===== src/rtl/pi_pkg.sv =====
package pi_pkg;

  localparam logic [15:0] CRC16_POLY  = 16'h8BB7;
  localparam logic [63:0] CRC64_POLY  = 64'h9A6C9329AC4BC9B5;
  localparam logic [63:0] ZF_GUARD64  = 64'h6482D367EB22B64E;

  typedef struct packed {
    logic        wide;
    logic [1:0]  ptype;
    logic        head;
    logic        zf;
    logic [15:0] app;
  } cmd_cfg_t;

  function automatic logic [15:0] crc16_step(logic [15:0] c, logic [7:0] d);
    logic [15:0] x;
    x = c ^ {d, 8'h00};
    for (int b = 0; b < 8; b++)
      x = x[15] ? ((x << 1) ^ CRC16_POLY) : (x << 1);
    return x;
  endfunction

  function automatic logic [63:0] crc64_step(logic [63:0] c, logic [7:0] d);
    logic [63:0] x;
    x = c ^ {56'h0, d};
    for (int b = 0; b < 8; b++)
      x = x[0] ? ((x >> 1) ^ CRC64_POLY) : (x >> 1);
    return x;
  endfunction

endpackage


===== src/rtl/pi_pos_ctl.sv =====
module pi_pos_ctl #(
  parameter int LBS_W = 16,
  parameter int MS_W  = 8
) (
  input  logic             clk,
  input  logic             rst_n,
  input  logic             fire,
  input  logic             first,
  input  logic [LBS_W-1:0] lbs,
  input  logic [MS_W-1:0]  ms,
  input  logic             wide,
  input  logic             head,
  output logic             blk_start,
  output logic             blk_end,
  output logic             crc_en,
  output logic             in_tuple,
  output logic [3:0]       tidx
);
  localparam int POS_W = ((LBS_W > MS_W) ? LBS_W : MS_W) + 1;

  logic [POS_W-1:0] pos_q, pos_cur, tsz, pil, tstart, blk_len, rel;

  always_comb begin
    pos_cur   = first ? '0 : pos_q;
    tsz       = wide ? POS_W'(16) : POS_W'(8);
    pil       = head ? '0 : (POS_W'(ms) - tsz);
    tstart    = POS_W'(lbs) + pil;
    blk_len   = POS_W'(lbs) + POS_W'(ms);
    rel       = pos_cur - tstart;
    blk_start = (pos_cur == '0);
    blk_end   = (pos_cur == blk_len - POS_W'(1));
    crc_en    = (pos_cur < tstart);
    in_tuple  = !crc_en && (rel < tsz);
    tidx      = rel[3:0];
  end

  always_ff @(posedge clk) begin
    if (!rst_n)    pos_q <= '0;
    else if (fire) pos_q <= blk_end ? '0 : pos_cur + POS_W'(1);
  end


  stall_hold_chk: assert property (@(posedge clk) disable iff (!rst_n)
    !fire |=> $stable(pos_q));

  block_wrap_chk: assert property (@(posedge clk) disable iff (!rst_n)
    (fire && blk_end) |=> (pos_q == '0));

endmodule


===== src/rtl/pi_guard_engine.sv =====
module pi_guard_engine #(
  parameter bit WIDE = 1'b0
) (
  input  logic                          clk,
  input  logic                          rst_n,
  input  logic                          step_en,
  input  logic                          blk_start,
  input  logic [7:0]                    din,
  output logic [(WIDE ? 64 : 16)-1:0]   guard
);
  import pi_pkg::*;
  localparam int GW = WIDE ? 64 : 16;
  localparam logic [GW-1:0] INIT = {GW{WIDE}};

  logic [GW-1:0] crc_q, crc_cur, crc_nxt;

  assign crc_cur = blk_start ? INIT : crc_q;

  generate
    if (WIDE) begin : g_crc64
      assign crc_nxt = crc64_step(crc_cur, din);
      assign guard   = crc_cur ^ {GW{1'b1}};
    end else begin : g_crc16
      assign crc_nxt = crc16_step(crc_cur, din);
      assign guard   = crc_cur;
    end
  endgenerate

  always_ff @(posedge clk) begin
    if (!rst_n)       crc_q <= INIT;
    else if (step_en) crc_q <= crc_nxt;
  end

endmodule


===== src/rtl/pi_ref_tag.sv =====
module pi_ref_tag (
  input  logic        clk,
  input  logic        rst_n,
  input  logic        fire,
  input  logic        first,
  input  logic        blk_end,
  input  logic        wide,
  input  logic [1:0]  ptype,
  input  logic [47:0] start,
  output logic [47:0] ref_cur
);
  logic [47:0] ref_q, mask;

  assign mask    = wide ? 48'hFFFF_FFFF_FFFF : 48'h0000_FFFF_FFFF;
  assign ref_cur = first ? (start & mask) : ref_q;

  always_ff @(posedge clk) begin
    if (!rst_n) ref_q <= '0;
    else if (fire) begin
      if (blk_end && ptype != 2'd3) ref_q <= (ref_cur + 48'd1) & mask;
      else                          ref_q <= ref_cur;
    end
  end


  type3_hold_chk: assert property (@(posedge clk) disable iff (!rst_n)
    (fire && blk_end && ptype == 2'd3) |=> (ref_q == $past(ref_cur)));

  narrow_range_chk: assert property (@(posedge clk) disable iff (!rst_n)
    !wide |-> (ref_cur[47:32] == 16'h0));

endmodule


===== src/rtl/pi_tuple_mux.sv =====
module pi_tuple_mux (
  input  logic        wide,
  input  logic        zf,
  input  logic        in_tuple,
  input  logic [3:0]  tidx,
  input  logic [15:0] guard16,
  input  logic [63:0] guard64,
  input  logic [15:0] app,
  input  logic [47:0] ref_tag,
  input  logic [7:0]  din,
  output logic [7:0]  dout
);
  import pi_pkg::*;
  logic [63:0]  tup16;
  logic [127:0] tup64;

  always_comb begin
    tup16 = {(zf ? 16'h0 : guard16), app, ref_tag[31:0]};
    tup64 = {(zf ? ZF_GUARD64 : guard64), app, ref_tag};
    if (!in_tuple)  dout = din;
    else if (wide)  dout = tup64[{~tidx, 3'b000} +: 8];
    else            dout = tup16[{~tidx[2:0], 3'b000} +: 8];
  end

endmodule


===== src/rtl/pi_tuple_gen.sv =====
module pi_tuple_gen #(
  parameter int LBS_W = 16,
  parameter int MS_W  = 8
) (
  input  logic             clk,
  input  logic             rst_n,
  input  logic             cfg_wide,
  input  logic [1:0]       cfg_type,
  input  logic             cfg_head,
  input  logic             cfg_zero_fill,
  input  logic [LBS_W-1:0] cfg_lbs,
  input  logic [MS_W-1:0]  cfg_ms,
  input  logic [15:0]      cfg_app_tag,
  input  logic [47:0]      cfg_ref_tag,
  input  logic             s_valid,
  output logic             s_ready,
  input  logic [7:0]       s_data,
  input  logic             s_first,
  input  logic             s_last,
  output logic             m_valid,
  input  logic             m_ready,
  output logic [7:0]       m_data,
  output logic             m_last
);
  import pi_pkg::*;

  logic fire;
  cmd_cfg_t cfg_live, cfg_q, cfg_eff;
  logic [LBS_W-1:0] lbs_q, lbs_eff;
  logic [MS_W-1:0]  ms_q, ms_eff;
  logic blk_start, blk_end, crc_en, in_tuple;
  logic [3:0]  tidx;
  logic [15:0] g16;
  logic [63:0] g64;
  logic [47:0] ref_cur;

  assign fire    = s_valid && m_ready;
  assign s_ready = m_ready;
  assign m_valid = s_valid;
  assign m_last  = s_last;

  always_comb begin
    cfg_live = '{wide: cfg_wide, ptype: cfg_type, head: cfg_head,
                 zf: cfg_zero_fill, app: cfg_app_tag};
    cfg_eff  = s_first ? cfg_live : cfg_q;
    lbs_eff  = s_first ? cfg_lbs  : lbs_q;
    ms_eff   = s_first ? cfg_ms   : ms_q;
  end

  always_ff @(posedge clk) begin
    if (!rst_n) begin
      cfg_q <= '0;
      lbs_q <= '0;
      ms_q  <= '0;
    end else if (fire && s_first) begin
      cfg_q <= cfg_live;
      lbs_q <= cfg_lbs;
      ms_q  <= cfg_ms;
    end
  end

  pi_pos_ctl #(.LBS_W(LBS_W), .MS_W(MS_W)) u_pos (
    .clk(clk), .rst_n(rst_n), .fire(fire), .first(s_first),
    .lbs(lbs_eff), .ms(ms_eff), .wide(cfg_eff.wide), .head(cfg_eff.head),
    .blk_start(blk_start), .blk_end(blk_end), .crc_en(crc_en),
    .in_tuple(in_tuple), .tidx(tidx)
  );

  pi_guard_engine #(.WIDE(1'b0)) u_g16 (
    .clk(clk), .rst_n(rst_n), .step_en(fire && crc_en),
    .blk_start(blk_start), .din(s_data), .guard(g16)
  );

  pi_guard_engine #(.WIDE(1'b1)) u_g64 (
    .clk(clk), .rst_n(rst_n), .step_en(fire && crc_en),
    .blk_start(blk_start), .din(s_data), .guard(g64)
  );

  pi_ref_tag u_ref (
    .clk(clk), .rst_n(rst_n), .fire(fire), .first(s_first),
    .blk_end(blk_end), .wide(cfg_eff.wide), .ptype(cfg_eff.ptype),
    .start(cfg_ref_tag), .ref_cur(ref_cur)
  );

  pi_tuple_mux u_mux (
    .wide(cfg_eff.wide), .zf(cfg_eff.zf), .in_tuple(in_tuple), .tidx(tidx),
    .guard16(g16), .guard64(g64), .app(cfg_eff.app), .ref_tag(ref_cur),
    .din(s_data), .dout(m_data)
  );


  zero_guard_chk: assert property (@(posedge clk) disable iff (!rst_n)
    (fire && cfg_eff.zf && !cfg_eff.wide && in_tuple && tidx < 4'd2) |-> (m_data == 8'h00));

  pass_through_chk: assert property (@(posedge clk) disable iff (!rst_n)
    (s_valid && !in_tuple) |-> (m_data == s_data));

endmodule


===== config.mk =====
export PLATFORM = sky130hd
export DESIGN_NAME = pi_tuple_gen
export DESIGN_NICKNAME = d
export VERILOG_FILES = /design/src/rtl/pi_pkg.sv /design/src/rtl/pi_pos_ctl.sv /design/src/rtl/pi_guard_engine.sv /design/src/rtl/pi_ref_tag.sv /design/src/rtl/pi_tuple_mux.sv /design/src/rtl/pi_tuple_gen.sv
export SDC_FILE = /design/constraint.sdc
export NUM_CORES = 1
export LEC_CHECK = 0
export BUFFER_PORTS_ARGS = -buffer_cell sky130_fd_sc_hd__buf_2
export CAP_MARGIN = 20
export CORE_ASPECT_RATIO = 0.6
export CORE_MARGIN = 5
export CORE_UTILIZATION = 56
export CTS_CLUSTER_SIZE = 25
export DETAILED_ROUTE_END_ITERATION = 16
export GPL_TIMING_DRIVEN = 0
export PLACE_DENSITY = 0.78
export SLEW_MARGIN = 20
export SYNTH_ARGS = -nofsm -noshare
export SYNTH_HDL_FRONTEND = slang
export SYNTH_SLANG_ARGS = --single-unit

===== constraint.sdc =====
create_clock -name clk -period 7.3 [get_ports clk]
set_clock_uncertainty 0.05 [all_clocks]
set_input_delay 0.365 -clock clk [delete_from_list [all_inputs] [get_ports clk]]
set_output_delay 0.365 -clock clk [all_outputs]
set_load 0.01 [all_outputs]

==> results by group <==
Run status
  • Run status: finished clean

Pwr
  • Total power: 4.006 mW
  • Sw frac: 43.75%
  • Comb pwr share: 46.2%
  • Seq pwr share: 29.3%
  • Pwr/cell area: 217.2 nW/µm²
  • Switching pwr: 1.753 mW
  • Internal power: 2.253 mW
  • Leak Pwr: 7.170 nW
  • Peak supply drop: 0.1665 mV
  • Clock share of power: 24.5%

Timing
  • Max Clock Freq: 0.1381 GHz
  • Crit share post-route: 99.16%
  • Final min period: 7.239 ns
  • Fin. max-slew vios: 0
  • Final worst hold slack: 0.09189 ns
  • Endpoints failing setup: 0
  • RSZ-0062 raised after global routing: no
  • Least-Margin Pin Slew: 1.122 ns
  • Hold violation total from the final report: 0
  • Worst rel slew slack: 25.21%
  • Final Worst Setup Slack: 0.06124 ns

Floorplan
  • I/O pin count: 118
  • Area of the core: 28,950 µm²
  • # rows: 48
  • Initial Util: 57.25%
  • Die width: 232.1 µm
  • Vert. Die Dim: 143.3 µm
  • Die area: 33,250 µm²

Yosys
  • Sequential cell area fraction in the yosys report: 22.95%
  • Synth cell types: 105
  • Syn Area/Cell: 7.821 µm²
  • Async SR Flop Fraction: 0%
  • EDFF count, synth: 0
  • Mapped Area: 16,570 µm²
  • FF+latch count, synth: 190
  • Synth Instances: 2,119
  • Post-Synthesis Net Count: 2,290
  • YS warnings: 0
  • Main synth FF type: dfxtp_1

Routing
  • Via density: 6.766
  • DRT iter0 DRCs: 3,482
  • DR DRC count: 0
  • Via count: 18,050
  • Post-Route WL: 70.93 mm
  • DR WL/cell: 26.60 µm
  • 1st-pass router iterations: 8
  • Post-DRT Antenna Nets: 0

Placed design
  • Placed instance count: 2,631
  • Post-DP HPWL: 56.38 mm
  • Pre-CTS setup slack: -2.033 ns
  • RePlAce Congestion: 1.104
  • Buffers on Ports: 112

Critical path
  • Crit-path cells: buf_6 > buf_12 > buf_12 > buf_4 > mux2_2 > clkbuf_1 > nor2_1 > ha_1 > fa_1 > inv_1 > fa_1 > buf_1 > clkbuf_1 > clkbuf_1 > o21ai_0 > o211ai_1 > o211ai_1 > a31oi_1 > mux2_2 > buf_2
  • WP data required: 6.88 ns
  • Crit path top cell by count: clkbuf_1
  • CP Class: in2out
  • Slowest-stage cell, CP: clkbuf_1
  • Max stage delay on crit path: 0.85 ns
  • Register-to-Register Path Depth: 25
  • CP startpoint kind: input pin
  • CP Capture Type: primary output
  • Maximum fanout along the worst path: 19
  • WP data arrival: 6.82 ns
  • Reg2Reg Capture Point: u_g64.crc_q[25]
  • R2R Path Start: cfg_q[20]
  • R2r setup slk: 0.86 ns

Cells and area
  • Synth-to-Final Area Change: 11.29%
  • Fill cells: 2,629
  • Nets: 2,423
  • Most common cell after layout, fill and taps aside: nand2_1
  • Layout cells sized above 1: 13.38%
  • Most frequent cells in the layout: nand2_1 (274), dfxtp_1 (190), nor2_1 (179)
  • Fin cells: 2,667

Clocking
  • Num Clock Sinks: 190
  • Clock buffer depth: 2
  • CTS tree: done
  • Hold-fix buffers, CTS: 0
  • Total CTS buffers: 17
  • H-Tree Depth: 4
  • Root buffer cell: clkbuf_16
  • Clock Latency Late Sink: 0.47 ns
  • Clock-pin slew on the worst setup and hold paths: 0.08 ns

Global routing
  • GR Util All Layers: 41.45%
  • Grt ovf: 0
  • Largest net degree at the start of global routing: 20
  • Initial antenna violation count: 2
  • First-pass GRT wire length: 103.3 mm
  • Vias in the first global route: 15,940

Min path
  • Worst Hold End: lbs_q[6]
  • WHS Path Cells: 3
  • Hold crit path type: in2reg
  • Hold path startpoint: cfg_lbs[6]

Flow run
  • # Max-Cap Violations: 0
==> metrics by stage <==
| stage | area [µm²] | utilization, % | TNS, ns |
|---|---|---|---|
| after floorplan | 16600 | - | 0 |
| after global placement | 17660 | 61.02 | -145.11 |
| after detailed placement | 17670 | 61.05 | -158.10 |
| after CTS | 18420 | 63.62 | 0 |
| after global routing | 18440 | 63.71 | 0 |
| final | 18440 | 63.71 | 0 |
==> worst max-delay path by stage <==
stage          depth (start not counted)  startpoint         to  slack (ns)
6_report                              20     s_first  m_data[4]        0.06
5_1_grt                               31     s_first  m_data[1]        0.03
4_1_cts                               32     s_first  m_data[4]       0.005
3_5_place_dp                          35     s_first  m_data[4]       -2.03
3_3_place_gp                          35     s_first  m_data[3]       -1.90
2_1_floorplan                         35     s_first  m_data[1]       0.009
==> Yosys cell counts (9+ instances only) <==
cell | n | area (µm²)
nor2b_1 | 18 | 112.6
o21ai_0 | 109 | 545.5
o211ai_1 | 67 | 503.0
a211oi_1 | 27 | 202.7
nand4_1 | 33 | 206.5
a31oi_1 | 18 | 112.6
nor4_1 | 15 | 93.84
mux2_2 | 28 | 315.3
nor2_1 | 179 | 671.9
nand2_1 | 274 | 1028
dfxtp_1 | 190 | 3804
buf_2 | 14 | 70.07
nor3_1 | 32 | 160.2
or3_1 | 19 | 118.9
inv_1 | 65 | 244.0
a22o_1 | 9 | 78.83
mux2i_1 | 69 | 690.7
ha_1 | 60 | 750.7
nand2b_1 | 13 | 81.33
and3_1 | 24 | 150.1
a21o_1 | 16 | 120.1
o31ai_1 | 15 | 112.6
xnor2_1 | 165 | 1445
nand3_1 | 62 | 310.3
a21oi_1 | 134 | 670.6
nand3b_1 | 12 | 90.09
a32o_1 | 11 | 110.1
mux4_2 | 17 | 382.9
clkbuf_1 | 105 | 394.1
a22oi_1 | 11 | 82.58
o21a_1 | 13 | 97.59
xor2_1 | 85 | 744.5
and2_1 | 13 | 81.33
buf_1 | 14 | 52.55
==> kinds of logic (layout without fill, tap and decap cells) <==
logic type               count (synthesis)  in the layout  synth area share (%)
AO/OA/AOI/OAI                          524            524                 20.97
buffers and inverters                  214            360                 5.451
flip-flops                             190            190                 22.95
other                                    0              2                     0
XOR/XNOR                               269            269                 15.63
multiplexers                           115            115                 8.448
AND/OR/NAND/NOR                        743            743                 21.53
adder cells (fa/ha/maj)                 64             64                 5.013
==> critical path: cells and delay by family <==
family / cells / cell delay, ns
adder cells (fa/ha/maj): 3 / 1.38
AND/OR/NAND/NOR: 1 / 0.10
buffers and inverters: 10 / 3.36
AO/OA/AOI/OAI: 4 / 1.10
multiplexers: 2 / 0.46
==> area by class of cell <==
cell class	count	area, µm²	area share (%)
clock buffer	17	425.4	2.307
clock inverter	15	148.9	0.8073
sequential	190	3804	20.62
multi-input combinational	1715	11990	65.01
timing repair buffer	121	640.6	3.474
tap	400	500.5	2.714
antenna	2	5.005	0.02714
buffer	139	671.9	3.643
inverter	68	256.5	1.391
==> power groups by stage <==
| stage | combinational, mW | clock, mW | sequential (mW) |
|---|---|---|---|
| floorplan | 1.22 | 0 | 1.16 |
| global placement | 1.70 | 0 | 1.19 |
| detailed placement | 1.71 | 0 | 1.19 |
| CTS | 1.74 | 0.970 | 1.16 |
| global route | 1.93 | 1.01 | 1.17 |
| finish | 1.85 | 0.980 | 1.17 |
==> layer usage <==
| layer | vias up | share of wire [%] | wire, µm | track usage, % |
|---|---|---|---|---|
| met5 | - | 0 | 0 | 0 |
| met4 | 0 | 2.1 | 1461 | 8.326 |
| met3 | 146 | 19 | 13810 | 20.91 |
| met2 | 1560 | 35 | 24950 | 50.19 |
| met1 | 8515 | 43 | 30710 | 63.80 |
| li1 | 7825 | - | - | - |
==> registers in the layout, indices dropped and copies added (netlist names) <==
name / flops
u_g16.crc_q: 16
u_ref.ref_q: 48
cfg_q: 21
u_g64.crc_q: 64
ms_q: 8
lbs_q: 16
u_pos.pos_q: 17
==> repair_timing <==
item                                    in CTS  in global routing
buffers inserted                             6                  2
endpoints found under the setup margin      88                 71
gates resized for setup                     32                 15
pin swaps                                    6                  5
No activity file was read; power rests on OpenSTA's default activity.
